<file path="config.mk">
export PLATFORM = sky130hd
export DESIGN_NAME = memclr_csr
export DESIGN_NICKNAME = d
export VERILOG_FILES = /design/src/rtl/memclr_pkg.sv /design/src/rtl/memclr_sync.sv /design/src/rtl/memclr_chan.sv /design/src/rtl/memclr_csr.sv
export SDC_FILE = /design/constraint.sdc
export NUM_CORES = 1
export LEC_CHECK = 0
export BUFFER_PORTS_ARGS = -buffer_cell sky130_fd_sc_hd__buf_2
export CORE_MARGIN = 2
export CORE_UTILIZATION = 45
export CTS_CLUSTER_SIZE = 14
export DETAILED_ROUTE_END_ITERATION = 7
export PLACE_DENSITY_LB_ADDON = 0.12
export SKIP_CTS_REPAIR_TIMING = 1
export SYNTH_ARGS = -nofsm -noshare
export SYNTH_HDL_FRONTEND = slang
export SYNTH_SLANG_ARGS = --single-unit
</file>
<file path="constraint.sdc">
create_clock -name clk -period 2.5 [get_ports clk]
set_clock_uncertainty 0.15 [all_clocks]
set_input_delay 0.625 -clock clk [delete_from_list [all_inputs] [get_ports clk]]
set_output_delay 0.625 -clock clk [all_outputs]
set_load 0.01 [all_outputs]
</file>
<file path="src/rtl/memclr_pkg.sv">
package memclr_pkg;

    localparam int unsigned WORD_W     = 64;
    localparam int unsigned MAX_CH     = 8;
    localparam int unsigned OFFSET_W   = 16;
    localparam logic [OFFSET_W-1:0] OFF_STATUS = 16'h0008;
    localparam logic [OFFSET_W-1:0] OFF_CTRL   = 16'h0010;

    // status word field bases; channel n sits at base + n
    localparam int unsigned ST_INIT_LSB = 0;
    localparam int unsigned ST_CAL_LSB  = 8;
    localparam int unsigned ST_BUSY_LSB = 16;
    localparam int unsigned CTRL_RW_LSB = 8;

    typedef enum logic [1:0] {
        SEL_NONE   = 2'd0,
        SEL_STATUS = 2'd1,
        SEL_CTRL   = 2'd2
    } reg_sel_e;

    typedef struct packed {
        logic [MAX_CH-1:0] init_done;
        logic [MAX_CH-1:0] cal_fail;
        logic [MAX_CH-1:0] busy;
    } chan_flags_t;

    function automatic reg_sel_e decode_offset(input logic [OFFSET_W-1:0] off);
        if (off == OFF_STATUS) return SEL_STATUS;
        if (off == OFF_CTRL)   return SEL_CTRL;
        return SEL_NONE;
    endfunction

    function automatic logic [WORD_W-1:0] pack_status(input chan_flags_t f);
        logic [WORD_W-1:0] w;
        w = '0;
        w[ST_INIT_LSB +: MAX_CH] = f.init_done;
        w[ST_CAL_LSB  +: MAX_CH] = f.cal_fail;
        w[ST_BUSY_LSB +: MAX_CH] = f.busy;
        return w;
    endfunction

endpackage

</file>
<file path="src/rtl/memclr_sync.sv">
module memclr_sync #(
    parameter int unsigned WIDTH = 8
) (
    input  logic             clk,
    input  logic             rst,
    input  logic [WIDTH-1:0] async_in,
    output logic [WIDTH-1:0] sync_out
);
    logic [WIDTH-1:0] stage1;
    logic [WIDTH-1:0] stage2;

    always_ff @(posedge clk) begin
        if (rst) begin
            stage1 <= '0;
            stage2 <= '0;
        end else begin
            stage1 <= async_in;
            stage2 <= stage1;
        end
    end

    assign sync_out = stage2;
endmodule

</file>
<file path="src/rtl/memclr_chan.sv">
module memclr_chan (
    input  logic clk,
    input  logic rst,
    input  logic trig,
    input  logic present,
    input  logic allow,
    input  logic done,
    output logic req,
    output logic busy
);
    logic accept;

    assign accept = trig & present & allow & ~busy;

    always_ff @(posedge clk) begin
        if (rst) begin
            req  <= 1'b0;
            busy <= 1'b0;
        end else begin
            req <= accept;
            if (accept)
                busy <= 1'b1;
            else if (done)
                busy <= 1'b0;
        end
    end

    // request is a single-cycle pulse, raised together with busy
    assert_req_single_R3: assert property (@(posedge clk) disable iff (rst)
        req |=> !req);
    assert_req_with_busy_R3: assert property (@(posedge clk) disable iff (rst)
        req |-> busy);
    // done on a busy channel clears it on the next edge
    assert_done_clears_R5: assert property (@(posedge clk) disable iff (rst)
        (busy && done) |=> !busy);
    // an absent channel never gets a request
    assert_absent_no_req_R6: assert property (@(posedge clk) disable iff (rst)
        !present |=> !req);
    // a busy channel stays busy without a new request unless done
    assert_busy_no_retrig_R6: assert property (@(posedge clk) disable iff (rst)
        (busy && !done) |=> (busy && !req));
endmodule

</file>
<file path="src/rtl/memclr_csr.sv">
module memclr_csr
    import memclr_pkg::*;
#(
    parameter int unsigned NUM_CH   = 8,
    parameter int unsigned REVISION = 0,
    parameter int unsigned ADDR_W   = 8
) (
    input  logic              clk,
    input  logic              rst,
    input  logic              req_valid,
    output logic              req_ready,
    input  logic              req_write,
    input  logic [ADDR_W-1:0] req_addr,
    input  logic [63:0]       req_wdata,
    output logic              rsp_valid,
    output logic [63:0]       rsp_rdata,
    input  logic [NUM_CH-1:0] chan_present,
    input  logic [NUM_CH-1:0] mem_init_done,
    input  logic [NUM_CH-1:0] mem_cal_fail,
    output logic [NUM_CH-1:0] clear_req,
    input  logic [NUM_CH-1:0] clear_done
);
    localparam bit          CLEAR_ON = (REVISION == 0);
    localparam int unsigned MAP_BITS = CLEAR_ON ? 4 : 8;
    localparam logic [MAX_CH-1:0] MAP_MASK = MAX_CH'((1 << MAP_BITS) - 1);
    localparam int unsigned RW_W     = WORD_W - CTRL_RW_LSB;

    logic [NUM_CH-1:0] init_s;
    logic [NUM_CH-1:0] cal_s;
    logic [NUM_CH-1:0] busy;
    logic [RW_W-1:0]   ctrl_rw;
    reg_sel_e          sel;
    logic              wr_ctrl;
    chan_flags_t       flags;
    logic [MAX_CH-1:0] pres8;
    logic [WORD_W-1:0] ctrl_word;
    logic [WORD_W-1:0] rd_word;

    assign req_ready = 1'b1;
    assign sel       = decode_offset(OFFSET_W'(req_addr));
    assign wr_ctrl   = CLEAR_ON && req_valid && req_write && (sel == SEL_CTRL);

    memclr_sync #(.WIDTH(NUM_CH)) u_sync_init (
        .clk(clk), .rst(rst), .async_in(mem_init_done), .sync_out(init_s));
    memclr_sync #(.WIDTH(NUM_CH)) u_sync_cal (
        .clk(clk), .rst(rst), .async_in(mem_cal_fail), .sync_out(cal_s));

    for (genvar ch = 0; ch < NUM_CH; ch++) begin : g_chan
        memclr_chan u_chan (
            .clk     (clk),
            .rst     (rst),
            .trig    (wr_ctrl && req_wdata[ch]),
            .present (chan_present[ch]),
            .allow   (CLEAR_ON),
            .done    (clear_done[ch]),
            .req     (clear_req[ch]),
            .busy    (busy[ch])
        );
    end

    always_ff @(posedge clk) begin
        if (rst)
            ctrl_rw <= '0;
        else if (wr_ctrl)
            ctrl_rw <= req_wdata[WORD_W-1:CTRL_RW_LSB];
    end

    always_comb begin
        flags = '0;
        flags.init_done[NUM_CH-1:0] = init_s;
        flags.cal_fail[NUM_CH-1:0]  = cal_s;
        flags.busy[NUM_CH-1:0]      = busy;
        pres8 = '0;
        pres8[NUM_CH-1:0] = chan_present;
        ctrl_word = '0;
        if (CLEAR_ON)
            ctrl_word[WORD_W-1:CTRL_RW_LSB] = ctrl_rw;
        ctrl_word[MAX_CH-1:0] = pres8 & MAP_MASK;
        unique case (sel)
            SEL_STATUS: rd_word = pack_status(flags);
            SEL_CTRL:   rd_word = ctrl_word;
            default:    rd_word = '0;
        endcase
    end

    always_ff @(posedge clk) begin
        if (rst) begin
            rsp_valid <= 1'b0;
            rsp_rdata <= '0;
        end else begin
            rsp_valid <= req_valid && !req_write;
            if (req_valid && !req_write)
                rsp_rdata <= rd_word;
        end
    end

    // one-cycle read latency, no response to writes
    assert_rsp_follows_read_R2: assert property (@(posedge clk) disable iff (rst)
        (req_valid && !req_write) |=> rsp_valid);
    assert_no_rsp_on_write_R2: assert property (@(posedge clk) disable iff (rst)
        (!req_valid || req_write) |=> !rsp_valid);
    // unmapped reads return zero
    assert_unmapped_zero_R8: assert property (@(posedge clk) disable iff (rst)
        (req_valid && !req_write && sel == SEL_NONE) |=> (rsp_rdata == '0));
    // later revisions never issue a clear request
    assert_rev_no_clear_R7: assert property (@(posedge clk) disable iff (rst)
        !CLEAR_ON |-> (clear_req == '0));
endmodule

</file>
==> key figures <==
Worst setup path
  – CP required: roughly 2700 ps
  – Worst setup EP type: register
  – Startpoint types: input pin
  – Crit path DAT: between 2000 and 2500 ps
  – Max Fanout on Critical Path: 26
  – Setup CP Type: input pin to register

Synth
  – Mean Syn Cell Area: between 9 and 10 sq um
  – Most instantiated library cell after synthesis: dfxtp_1
  – Post-Synth XOR/XNOR Area: 0
  – Share of the yosys chip area belonging to registers: 0.524
  – Mux cell area share after synthesis: 0
  – Post-synthesis adder-cell area fraction: 0
  – Post-synthesis cell area: 6450 sq um
  – Number of flops mapped to enable cells by yosys: 0
  – Synth Register Bits: about 170
  – Unique masters post-synth: 28
  – Share of the synthesized area in the top cell type: 0.524
  – Mapped Cells: approximately 680
  – Dominant synthesized flop cell: dfxtp_1
  – Syn Nets: 792
  – Simple-Gate Fraction of Synth Area: 0.221
  – Synth cell count leaders: dfxtp_1 (169), a21oi_1 (100), nand4_1 (100), clkbuf_1 (71), o31ai_1 (56)
  – Synth top area cells: dfxtp_1 (52%), nand4_1 (9.7%), a21oi_1 (7.8%)
  – Ys Warns: 0
  – Largest family of logic cells by synthesized area: simple AND/OR/NAND/NOR gates
  – Area leader, netlist: dfxtp_1
  – Synth Area in Compound Gates: 0.194
  – Async SR Flop Fraction: 0

Pwr
  – Maximum VDD drop: around 0.43 mV
  – Pleak: 0.00313 uW
  – Int Power: 4390 uW
  – Clock network fraction of total power: 0.454
  – P_sw: 1190 uW
  – Pwr Density: a little under 700 nW/um^2
  – Sequential power share: 0.489
  – Comb pwr share: 0.057
  – Switching Share: 0.213

Detailed routing
  – DR vias: ~6000
  – DR vias/cell: between 5 and 6
  – First-pass DRT Iterations: 5
  – Wire per inst: about 17 microns
  – Routed wire length: between 15 and 20 mm
  – DRC: 0
  – ANT nets after route: 0
  – DRT iter0 DRCs: 536

Final layout
  – Footprint of the multi-input gates: between 2000 and 3000 sq um
  – Layout net count: 928
  – Filler instances: roughly 1300
  – Diode count: 0
  – Share of layout cells above drive strength 1: 0.315
  – Seq. cell area: around 3400 sq um
  – Area growth from synthesis to layout: 25.4%
  – Fin cells: ~1000
  – Design area: 8100 sq um

Floorplan
  – Core Region: 13900 sq um
  – Die ar.: 15300 sq um
  – IO Count: between 150 and 200
  – Row cnt: between 40 and 50
  – Starting density of the core: 0.463
  – Vert. Die Dim: 124 microns
  – Die width: around 120 microns

Placement
  – Placed cell area: ~7500 sq um
  – Inst Count DP: between 900 and 1000
  – IO buf count: 180
  – GPL Wtd Cong: between 0.7 and 0.8
  – HPWL after DPL: about 11 mm

Clocking
  – CTS HTree Levels: 4
  – Number of clock sinks: about 170
  – Worst-Skew Late Latency: about 420 ps
  – Clk slew on worst S/H paths: 60 ps
  – CTS Buf Count: 17
  – Clock root buffer: clkbuf_16
  – Maximum buffer depth of the clock tree: 2
  – TritonCTS clock tree: done

STA
  – Worst-Margin Slew: 622 ps
  – Final min period: around 2300 ps
  – Fin. Hold Viols: 0
  – RSZ-0062 raised after global routing: false
  – TNS Setup: 0 ps
  – Setup violators final: 0
  – Fmax: about 440 MHz
  – Slew Limit Fails: 0
  – Final Cycle Share: 0.906
  – Fin Hold WS: about 260 ps
  – Worst slew margin: 0.585

GRT
  – First-pass GRT wire length: between 20 and 30 mm
  – Vias in the first global route: ~5500
  – Antenna violations before repair: 0
  – Gr ovfl total: 0
  – Largest net degree at the start of global routing: 68
  – Total Routing Usage GR: 0.228

Outcome
  – Status: complete, no violations

Hold path
  – Class of the worst hold path: input pin to register

Run
  – Max_cap viols: 0
[routing by layer]
layer  part of all wire  GRT usage
met5                  0          0
met4              0.025      0.103
met3              0.070     0.0517
met2               0.48      0.367
met1               0.43      0.293
[cell usage in the layout, fill, tap and decap left out, types with 2 or more instances in the layout]
master	n
nor3b_1	20
buf_4	22
nor4_1	8
o41ai_2	8
nand4_1	100
clkbuf_16	17
nor4_2	2
a21oi_1	100
buf_2	179
nor2b_1	33
or3b_2	8
buf_12	6
clkbuf_8	4
o31ai_1	56
dfxtp_1	169
clkbuf_1	4
nand2_1	53
bufinv_16	2
a221o_1	20
[logic make-up after synthesis]
kind of cell	Yosys count
buffers and inverters	91
other	1
DFF	169
and+or+nand+nor	239
AOI/OAI and AO/OA	184
[worst max-delay path, stage by stage]
cell     delay [ps]
buf_2           120
or4_2           680
buf_4           270
nor4b_2         300
buf_4           290
a221o_1         180
[area by class of cell]
| type | count | area share |
|---|---|---|
| Sequential cell | 169 | 0.418 |
| Multi-Input combinational cell | 424 | 0.338 |
| Timing Repair Buffer | 208 | 0.147 |
| Clock buffer | 25 | 0.0612 |
| Tap cell | 180 | 0.0278 |
| Clock inverter | 3 | 0.00804 |
[stage by stage]
stage                     worst slack (ps)  total power (uW)  utilization
after floorplan                       94.4              2930            -
after global placement               -89.4              3090        0.541
after detailed placement              -183              3100        0.541
after CTS                              263              5610        0.581
after global routing                   166              5750        0.581
final                                  235              5580        0.581
[flip-flops by register name, indices dropped and copies added, names as in the netlist]
signal / count
rsp_rdata: 64
u_sync_cal.sync_out: 8
g_chan.u_chan.req: 8
g_chan.u_chan.busy: 8
rsp_valid: 1
u_sync_cal.stage1: 8
u_sync_init.stage1: 8
ctrl_rw: 56
u_sync_init.sync_out: 8
[path summary, 6_finish.rpt]
path,slack (ps),cells after the start,from,to
max,240,6,req_addr[5],rsp_rdata[9]$_SDFFE_PP0P_
min,260,2,mem_cal_fail[6],u_sync_cal.stage1[6]$_SDFF_PP0_
max reg2reg,1310,2,g_chan[5].u_chan.busy$_SDFFE_PP0P_,g_chan[5].u_chan.busy$_SDFFE_PP0P_
min reg2reg,280,1,u_sync_init.stage1[0]$_SDFF_PP0_,u_sync_init.sync_out[0]$_SDFF_PP0_
[power groups by stage]
stage          Clock (uW)  Combinational (uW)  Sequential, uW
2_1_floorplan           0                 151            2780
3_3_place_gp            0                 309            2780
3_5_place_dp            0                 316            2780
4_1_cts              2570                 317            2720
5_1_grt              2680                 346            2730
6_report             2530                 320            2720
Power figures use the tool's default switching activity.
